### config.mk
export PLATFORM = sky130hd
export DESIGN_NAME = mdio_mgmt_ctrl
export DESIGN_NICKNAME = d
export VERILOG_FILES = /design/src/rtl/mdio_mgmt_pkg.sv /design/src/rtl/mdio_clkdiv.sv /design/src/rtl/mdio_frame_eng.sv /design/src/rtl/mdio_mgmt_ctrl.sv
export SDC_FILE = /design/constraint.sdc
export NUM_CORES = 1
export LEC_CHECK = 0
export BUFFER_PORTS_ARGS = -buffer_cell sky130_fd_sc_hd__buf_2
export CELL_PAD_IN_SITES_DETAIL_PLACEMENT = 1
export CELL_PAD_IN_SITES_GLOBAL_PLACEMENT = 1
export CORE_MARGIN = 2
export CORE_UTILIZATION = 30
export CTS_CLUSTER_DIAMETER = 60
export DETAILED_ROUTE_END_ITERATION = 8
export GPL_ROUTABILITY_DRIVEN = 0
export MAX_ROUTING_LAYER = met4
export PLACE_DENSITY_LB_ADDON = 0.12
export SYNTH_ARGS = -nofsm -noshare
export SYNTH_HDL_FRONTEND = slang
export SYNTH_HIERARCHICAL = 1
export SYNTH_SLANG_ARGS = --single-unit
### constraint.sdc
create_clock -name clk -period 3.9 [get_ports clk]
set_clock_uncertainty 0.15 [all_clocks]
set_input_delay 0.975 -clock clk [delete_from_list [all_inputs] [get_ports clk]]
set_output_delay 0.975 -clock clk [all_outputs]
set_load 0.02 [all_outputs]
### src/rtl/mdio_mgmt_pkg.sv
package mdio_mgmt_pkg;
  typedef enum logic [1:0] {
    RA_DATA  = 2'd0,
    RA_SPEED = 2'd1,
    RA_EVENT = 2'd2,
    RA_MASK  = 2'd3
  } reg_addr_e;

  localparam int          EVT_BIT = 23;
  localparam logic [1:0]  OP_READ = 2'b10;
endpackage

### src/rtl/mdio_clkdiv.sv
module mdio_clkdiv #(
  parameter int DIV_W = 6
) (
  input  logic             clk,
  input  logic             rst,
  input  logic             en,
  input  logic [DIV_W-1:0] div,
  output logic             mdc,
  output logic             rise,
  output logic             fall
);
  logic [DIV_W-1:0] cnt;
  logic             run;
  logic             wrap;

  assign run  = en && (div != '0);
  assign wrap = run && (cnt == div - 1'b1);
  assign rise = wrap && !mdc;
  assign fall = wrap && mdc;

  always_ff @(posedge clk) begin
    if (rst || !run) begin
      cnt <= '0;
      mdc <= 1'b0;
    end else if (wrap) begin
      cnt <= '0;
      mdc <= ~mdc;
    end else begin
      cnt <= cnt + 1'b1;
    end
  end

  AST_MDC_HALTED: assert property (@(posedge clk) disable iff (rst)
    (div == '0) |=> !mdc);

  AST_MDC_HALF_PERIOD: assert property (@(posedge clk) disable iff (rst)
    (run && $past(run) && !$stable(mdc)) |-> ($past(cnt) == $past(div) - 1'b1));
endmodule

### src/rtl/mdio_frame_eng.sv
module mdio_frame_eng
  import mdio_mgmt_pkg::*;
#(
  parameter int PRE_LEN = 32,
  parameter int FRAME_W = 32,
  parameter int DATA_W  = 16
) (
  input  logic               clk,
  input  logic               rst,
  input  logic               start,
  input  logic [FRAME_W-1:0] word_in,
  input  logic               rise,
  input  logic               fall,
  input  logic               mdio_i,
  output logic               busy,
  output logic               done,
  output logic               is_rd,
  output logic               mdio_o,
  output logic               mdio_oe,
  output logic [DATA_W-1:0]  cap
);
  localparam int SLOTS = PRE_LEN + FRAME_W;
  localparam int CW    = $clog2(SLOTS);
  localparam int FW_W  = $clog2(FRAME_W);
  localparam logic [CW-1:0]   PRE_C   = CW'(PRE_LEN);
  localparam logic [CW-1:0]   LAST_C  = CW'(SLOTS - 1);
  localparam logic [CW-1:0]   TA_C    = CW'(SLOTS - DATA_W - 2);
  localparam logic [CW-1:0]   DAT_C   = CW'(SLOTS - DATA_W);
  localparam logic [FW_W-1:0] TOP_IDX = FW_W'(FRAME_W - 1);

  logic [FRAME_W-1:0] word;
  logic [CW-1:0]      cnt;

  function automatic logic slot_bit(input logic [CW-1:0] k, input logic [FRAME_W-1:0] w);
    logic [FW_W-1:0] j;
    j = FW_W'(k - PRE_C);
    if (k < PRE_C) return 1'b1;
    return w[TOP_IDX - j];
  endfunction

  function automatic logic slot_oe(input logic [CW-1:0] k, input logic rd);
    return !(rd && (k >= TA_C));
  endfunction

  assign done = busy && fall && (cnt == LAST_C);

  always_ff @(posedge clk) begin
    if (rst) begin
      busy    <= 1'b0;
      word    <= '0;
      is_rd   <= 1'b0;
      cnt     <= '0;
      cap     <= '0;
      mdio_o  <= 1'b1;
      mdio_oe <= 1'b0;
    end else if (start && !busy) begin
      busy    <= 1'b1;
      word    <= word_in;
      is_rd   <= (word_in[FRAME_W-3 -: 2] == OP_READ);
      cnt     <= '0;
      cap     <= '0;
      mdio_o  <= 1'b1;
      mdio_oe <= 1'b1;
    end else if (busy) begin
      if (rise && is_rd && (cnt >= DAT_C))
        cap <= {cap[DATA_W-2:0], mdio_i};
      if (fall) begin
        if (cnt == LAST_C) begin
          busy    <= 1'b0;
          mdio_o  <= 1'b1;
          mdio_oe <= 1'b0;
        end else begin
          cnt     <= cnt + 1'b1;
          mdio_o  <= slot_bit(cnt + 1'b1, word);
          mdio_oe <= slot_oe(cnt + 1'b1, is_rd);
        end
      end
    end
  end

  AST_DRIVE_ON_FALL: assert property (@(posedge clk) disable iff (rst)
    ($past(busy) && (!$stable(mdio_o) || !$stable(mdio_oe))) |-> $past(fall));

  AST_SAMPLE_RELEASED: assert property (@(posedge clk) disable iff (rst)
    (busy && rise && is_rd && (cnt >= DAT_C)) |-> !mdio_oe);

  AST_WRITE_DRIVEN: assert property (@(posedge clk) disable iff (rst)
    (busy && !is_rd) |-> mdio_oe);
endmodule

### src/rtl/mdio_mgmt_ctrl.sv
module mdio_mgmt_ctrl
  import mdio_mgmt_pkg::*;
#(
  parameter int DIV_W   = 6,
  parameter int PRE_LEN = 32
) (
  input  logic        clk,
  input  logic        rst,
  input  logic [1:0]  reg_addr,
  input  logic        reg_wr,
  input  logic [31:0] reg_wdata,
  output logic [31:0] reg_rdata,
  output logic        irq,
  output logic        mdc,
  output logic        mdio_o,
  output logic        mdio_oe,
  input  logic        mdio_i
);
  localparam int FRAME_W = 32;
  localparam int DATA_W  = 16;

  logic [FRAME_W-1:0] data_q;
  logic [DIV_W-1:0]   div_q;
  logic               ev_q;
  logic               mask_q;
  logic               wr_data;
  logic               start;
  logic               busy;
  logic               done;
  logic               is_rd;
  logic               rise;
  logic               fall;
  logic [DATA_W-1:0]  cap;

  assign wr_data = reg_wr && (reg_addr == RA_DATA);
  assign start   = wr_data && !busy && (div_q != '0);

  mdio_clkdiv #(.DIV_W(DIV_W)) u_div (
    .clk  (clk),
    .rst  (rst),
    .en   (busy),
    .div  (div_q),
    .mdc  (mdc),
    .rise (rise),
    .fall (fall)
  );

  mdio_frame_eng #(.PRE_LEN(PRE_LEN), .FRAME_W(FRAME_W), .DATA_W(DATA_W)) u_eng (
    .clk     (clk),
    .rst     (rst),
    .start   (start),
    .word_in (reg_wdata),
    .rise    (rise),
    .fall    (fall),
    .mdio_i  (mdio_i),
    .busy    (busy),
    .done    (done),
    .is_rd   (is_rd),
    .mdio_o  (mdio_o),
    .mdio_oe (mdio_oe),
    .cap     (cap)
  );

  always_ff @(posedge clk) begin
    if (rst) begin
      data_q <= '0;
      div_q  <= '0;
      ev_q   <= 1'b0;
      mask_q <= 1'b0;
      irq    <= 1'b0;
    end else begin
      if (start)
        data_q <= reg_wdata;
      else if (done && is_rd)
        data_q[DATA_W-1:0] <= cap;

      if (reg_wr && (reg_addr == RA_SPEED))
        div_q <= reg_wdata[DIV_W:1];

      if (done)
        ev_q <= 1'b1;
      else if (reg_wr && (reg_addr == RA_EVENT) && reg_wdata[EVT_BIT])
        ev_q <= 1'b0;

      if (reg_wr && (reg_addr == RA_MASK))
        mask_q <= reg_wdata[EVT_BIT];

      irq <= ev_q && mask_q;
    end
  end

  always_ff @(posedge clk) begin
    if (rst) begin
      reg_rdata <= '0;
    end else begin
      case (reg_addr)
        RA_DATA:  reg_rdata <= data_q;
        RA_SPEED: reg_rdata <= {{(31-DIV_W){1'b0}}, div_q, 1'b0};
        RA_EVENT: reg_rdata <= 32'(ev_q) << EVT_BIT;
        default:  reg_rdata <= 32'(mask_q) << EVT_BIT;
      endcase
    end
  end

  AST_EVENT_FROM_DONE: assert property (@(posedge clk) disable iff (rst)
    $rose(ev_q) |-> $past(done));

  AST_IRQ_MASKED: assert property (@(posedge clk) disable iff (rst)
    irq |-> $past(mask_q));

  AST_BUSY_WRITE_IGNORED: assert property (@(posedge clk) disable iff (rst)
    (wr_data && busy && !done) |=> $stable(data_q));

  AST_ZERO_SPEED_IDLE: assert property (@(posedge clk) disable iff (rst)
    ((div_q == '0) && !busy) |=> !busy);
endmodule

# --- Yosys cells after proc, flatten, opt, wreduce, memory -nomap -nowiden ---
# Index checks and enable logic that the tools add are counted.
totals:
  elab_cells: 93
  out_inout_bits: 36
  register_bits: 138
classes:
  magnitude_cmp: 4
  bitwise: 2
  mux: 24
  n_addsub: 5
  n_eq_ne: 6
  reduce_logical: 36
ops:
  columns: ["op", "count"]
  rows:
  - ["one-hot mux 32 bit (3 select lines)", 1]
  - ["two-way mux 16 bit", 2]
  - ["two-way mux 1 bit", 20]
  - ["logical AND 1 bit", 19]
  - ["adder 6 x 1 -> 6 bit (second input constant)", 2]
  - ["greater-or-equal comparator 6 bit (second input constant)", 2]
  - ["nonzero test 2 bit", 4]
  - ["== test 2 bit (second input constant)", 3]
  - ["== test 6 bit", 1]
  - ["== test 6 bit (second input constant)", 1]
  - ["< comparator 5 x 6 -> 1 bit (second input constant)", 1]
  - ["< comparator 6 bit (second input constant)", 1]
  - ["AND reduction 2 bit", 3]
  - ["nonzero test 6 bit", 1]
  - ["subtractor 6 x 1 -> 6 bit (second input constant)", 1]
  - ["binary-select mux 1 bit (select 5 bit)", 1]
  - ["subtractor 5 x 1 -> 5 bit (second input constant)", 1]
  - ["subtractor 5 bit (first input constant)", 1]
  - ["zero test 1 bit", 4]
  - ["OR reduction 2 bit", 2]
  - ["AND reduction 3 bit", 1]
  - ["== test 2 x 1 -> 1 bit (second input constant)", 1]
  - ["zero test 2 bit", 1]
  - ["inverter 1 bit", 2]
  - ["logical OR 1 bit", 1]

# --- Longest topological paths before layout ---
logic_depth:
  ltp_word: 10
  ltp_mapped: 14
  mapped_depth_nobuf: 12

# --- Modules after synthesis ---
# Netlist, hierarchy kept.
by_module_without_submodules:
  columns: ["module", "area_per_inst_um2", "seq_area_each_um2", "instances", "cells_per_inst"]
  rows:
  - ["mdio_mgmt_ctrl", 2962.8, 1461.4, 1, 291]
  - ["mdio_frame_eng", 2472.4, 1161.1, 1, 275]
  - ["mdio_clkdiv", 500.5, 140.1, 1, 57]

# --- Worst setup path after synthesis ---
# No wires, ideal clock.
synth_timing:
  kind: "input to register"
  startpoint: "in reg_addr[1]"
  endpoint: "reg u_eng.cap[10]"
  setup_ps: 128
  cell_stages: 9
  t_required_ps: 3622
  t_arrival_ps: 2842
  n_path_buf: 4
  path_slack_ps: 780
  path_cell_list: "or4b_1 > a21oi_2 > buf_4 > nand2b_1 > clkbuf_1 > nand2b_1 > clkbuf_1 > clkbuf_1 > nor2_1"
synth_between:
  elab_chain_len: 6
synth_lines:
  columns: ["element", "line_no", "source"]
  rows:
  - ["from (decl)", "mdio_mgmt_ctrl.sv:9", "input logic [1:0] reg_addr,"]
  - ["zero test 2 bit", "mdio_mgmt_ctrl.sv:35", "assign wr_data = reg_wr && (reg_addr == RA_DATA);"]
  - ["logical AND 1 bit", "mdio_mgmt_ctrl.sv:35", null]
  - ["logical AND 1 bit (2 in series)", "mdio_mgmt_ctrl.sv:36", "assign start = wr_data && !busy && (div_q != '0);"]
  - ["via start", "mdio_mgmt_ctrl.sv:27", "logic start;"]
  - ["logical AND 1 bit", "mdio_frame_eng.sv:56", "end else if (start && !busy) begin"]
  - ["OR reduction 2 bit (no source line)", null, null]
  - ["to (signal assigned)", "mdio_frame_eng.sv:66", "cap <= {cap[DATA_W-2:0], mdio_i};"]
  - ["to (decl)", "mdio_frame_eng.sv:20", "output logic [DATA_W-1:0] cap"]
# The timed path passes the listed nets, and every way through them passes these cells.
# A chain may end at the register's enable or synchronous reset.

# --- Worst setup path in the final report ---
layout_timing:
  startpoint: "reg div_q[0]"
  endpoint: "reg data_q[13]"
layout_between:
  elab_chain_len: 8
  word_cells_on_any_way: 12
layout_lines:
  columns: ["element", "line_no", "source"]
  rows:
  - ["from (decl)", "mdio_mgmt_ctrl.sv:23", "logic [DIV_W-1:0] div_q;"]
  - ["from (signal assigned)", "mdio_mgmt_ctrl.sv:78", "div_q <= reg_wdata[DIV_W:1];"]
  - ["subtractor 6 x 1 -> 6 bit / nonzero test 6 bit (equally long branches)", "mdio_clkdiv.sv:17, mdio_clkdiv.sv:16", null]
  - ["== test 6 bit / logical AND 1 bit (equally long branches)", "mdio_clkdiv.sv:17, mdio_clkdiv.sv:16", null]
  - ["logical AND 1 bit (*)", "mdio_clkdiv.sv:17", "assign wrap = run && (cnt == div - 1'b1);"]
  - ["logical AND 1 bit (*)", "mdio_clkdiv.sv:19", "assign fall = wrap && mdc;"]
  - ["via fall", "mdio_mgmt_ctrl.sv:32", "logic fall;"]
  - ["logical AND 1 bit (*) (2 in series)", "mdio_frame_eng.sv:45", "assign done = busy && fall && (cnt == LAST_C);"]
  - ["via done", "mdio_mgmt_ctrl.sv:29", "logic done;"]
  - ["logical AND 1 bit (*)", "mdio_mgmt_ctrl.sv:74", "else if (done && is_rd)"]
  - ["nonzero test 2 bit (no source line) (*)", null, null]
  - ["to (signal assigned)", "mdio_mgmt_ctrl.sv:73", "data_q <= reg_wdata;"]
  - ["to (signal, indexed assignment)", "mdio_mgmt_ctrl.sv:75", "data_q[DATA_W-1:0] <= cap;"]
  - ["to (decl)", "mdio_mgmt_ctrl.sv:22", "logic [FRAME_W-1:0] data_q;"]
# The timed path passes the listed nets; every way through them passes the cells marked *.

==> metrics.yaml <==
yosys:
  syn_inst: 623
  synth_seq_area_share_pct: 46.5
  ys_seq_elements: 138
  synthesis.nets: 665
  syn_avg_cell_area_sq_um: 9.53
  synth-edff-count: 0
  netlist_area_sq_um: 5940
  synth_top_flop_cell: "dfxtp_1"
  ys_types: 50
  synth_warnings: 6
  async_flop_share_pct: 0
grt:
  grtUsageTotal_pct: 16.1
  grt_pass1_wl_microns: 25100
  grt_max_degree: 56
  grt_overflow: 0
  antenna_found_initial: 0
  grt_pass1_vias: 4831
placement:
  dpl.hpwl_microns: 10300
  io_buffers: 73
  pre_cts_ws_ns: 0.694
  place_area_sq_um: 6560
timing:
  fmax_ghz: 0.314
  rsz0062_at_grt: "false"
  tightest_slew_ns: 0.610
  finalSetupViolCount: 0
  fin_setup_tns_ns: 0
  report.final.slew_viol_count: 0
  finalCritPeriodShare_pct: 81.8
  min_period_ns: 3.19
  relSlewSlack_pct: 58.9
  holdWs_ns: 0.299
  finalHoldViolCount: 0
  setup_ws_ns: 0.712
cells_and_area:
  final_cell_mix: "dfxtp_1, nand2_1, buf_2"
  area_delta_synth_final_pct: 20.6
  layout_commonest_cell: "dfxtp_1"
  fin_nets: 727
  fill_cells: 2252
  n_antenna_cell: 0
  post-route-cell-area_sq_um: 7160
  drive_above_1_share_pct: 20.7
clocking:
  cts_inserted_buffers: 17
  clk_path_buf_depth: 2
  clock-sinks: 138
  cts_tree: "yes"
  clkTransAtPathRegs_ns: 0.06
  post_cts_buffers: 0
  post_cts_resize_count: 0
  cts_hold_buf: 0
  clock-root-buffer: "clkbuf_16"
  h-tree-depth: 4
  worstSkewPairLatency_ns: 0.42
power_and_ir_drop:
  leakagePower_nw: 2.95
  ir_drop_v: 0.000271
  p_total_mw: 3.26
  power_density_nw_per_um2: 455
min_path:
  min_path_type: "reg -> reg"
  holdCritStartpoint: "data_q[14]"
die:
  die_y_microns: 145
  rows: 51
  fp.dieW_microns: 145
  initial_core_util_pct: 30.5
  core_area_sq_um: 19500
  io_pins: 74
  die_area_sq_um: 20900
route:
  drt-met1-wl_microns: 7320
  wl_met3_microns: 555
  wl_per_cell_microns: 15.8
  drt_wl_total_microns: 15200
  wl_met2_microns: 7080
  maxUsedRoutingLayer: "met4"
  postRouteAntennaNets: 0
  via_count: 4540
  drt_iter0_drc: 149
  drt_first_pass_iters: 4
  post_drt_via_cell_ratio: 4.72
  post-route-drc-count: 0
run_status:
  outcome: "completed"
worst_setup_path:
  cp_max_fo: 34
  cp-startpoint: "div_q[0]"
  r2r_start: "div_q[0]"
  end_kind: "flip-flop"
  r2r_setup_slack_ns: 0.71
  cp.arrival_ns: 3.35
  crit_required_ns: 4.06
  critPathKind: "reg -> reg"
  crit_path_start_kind: "flip-flop"
run:
  max_cap_violations: 0
through the flow:
stage | instances | util (%)
final | 961 | 36.8
after global routing | 961 | 36.8
after CTS | 961 | 36.8
after detailed placement | 931 | 33.7
after global placement | 931 | 33.7
after floorplan | 623 | -
cell families after synthesis:
group,share of synthesized area (%)
XOR/XNOR,3.23
flip-flops,46.5
AND/OR/NAND/NOR,21.2
AO/OA/AOI/OAI,9.42
multiplexers,15.2
adder cells (fa/ha/maj),0.843
buffers and inverters,3.58
state kept, by name (all words and copies together), names as in the netlist:
| signal | flops |
|---|---|
| data_q | 32 |
| div_q | 6 |
| ev_q | 1 |
| irq | 1 |
| mask_q | 1 |
| reg_rdata | 32 |
| u_div/cnt | 6 |
| u_div/mdc | 1 |
| u_eng/busy | 1 |
| u_eng/cap | 16 |
| u_eng/cnt | 6 |
| u_eng/is_rd | 1 |
| u_eng/mdio_o | 1 |
| u_eng/mdio_oe | 1 |
| u_eng/word | 32 |
path summary, 6_finish.rpt:
check                   to  cells past startpoint
max             data_q[13]                     13
min reg2reg  reg_rdata[14]                      1
max reg2reg     data_q[13]                     13
min          reg_rdata[14]                      1
synth_stat cells (2+ instances only):
master | number | area share (%)
buf_4 | 2 | 0.25
nand3b_1 | 3 | 0.38
ha_1 | 4 | 0.84
and2_1 | 26 | 2.7
nand2b_1 | 36 | 3.8
nand4b_1 | 2 | 0.30
nand3_1 | 22 | 1.9
inv_1 | 5 | 0.32
dfxtp_1 | 138 | 47
clkbuf_1 | 32 | 2.0
mux2_1 | 16 | 3.0
mux2_2 | 2 | 0.38
and3_2 | 2 | 0.25
a31oi_1 | 3 | 0.32
nand2_1 | 75 | 4.7
nor2b_1 | 17 | 1.8
xnor2_1 | 9 | 1.3
a21oi_1 | 53 | 4.5
nor2_1 | 51 | 3.2
buf_6 | 3 | 0.57
o21ai_0 | 2 | 0.17
or4b_1 | 2 | 0.34
xor2_1 | 11 | 1.6
mux2i_1 | 49 | 8.3
mux4_1 | 8 | 3.5
and3_1 | 2 | 0.21
a21bo_2 | 16 | 2.7
nor3_1 | 7 | 0.59
buf_1 | 4 | 0.25
metal layers:
metal,vias up,global-route usage (%)
li1,2230,-
met1,2199,19.5
met2,91,26.1
met3,20,4.57
met4,0,5.16
met5,-,-
cell type report:
| cell class | count | area [sq um] | share of cell area [%] |
|---|---|---|---|
| sequential | 138 | 2760 | 38.6 |
| tap | 265 | 332 | 4.63 |
| clock buffer | 20 | 457 | 6.38 |
| clock inverter | 10 | 144 | 2.01 |
| multi-input combinational | 437 | 2980 | 41.6 |
| inverter | 5 | 18.8 | 0.262 |
| timing repair buffer | 86 | 465 | 6.50 |
report_power, final:
part / internal [mW] / switching (mW) / leakage, nW
sequential: 1.43 / 0.0129 / 1.11
combinational: 0.0659 / 0.0947 / 1.55
clock: 1.03 / 0.622 / 0.285
critical path, cell delays in order, from the launching register on:
cell and delay (ns):
dfxtp_1 0.50, inv_1 0.12, ha_1 0.32, xor2_1 0.15, o2111ai_1 0.19, nor2_1 0.18
nand2b_1 0.07, nor3b_1 0.24, nand2_1 0.15, nor2_2 0.10, buf_4 0.34, a21bo_2 0.19
a21oi_1 0.05, mux2_1 0.30
Power figures use the tool's default switching activity.
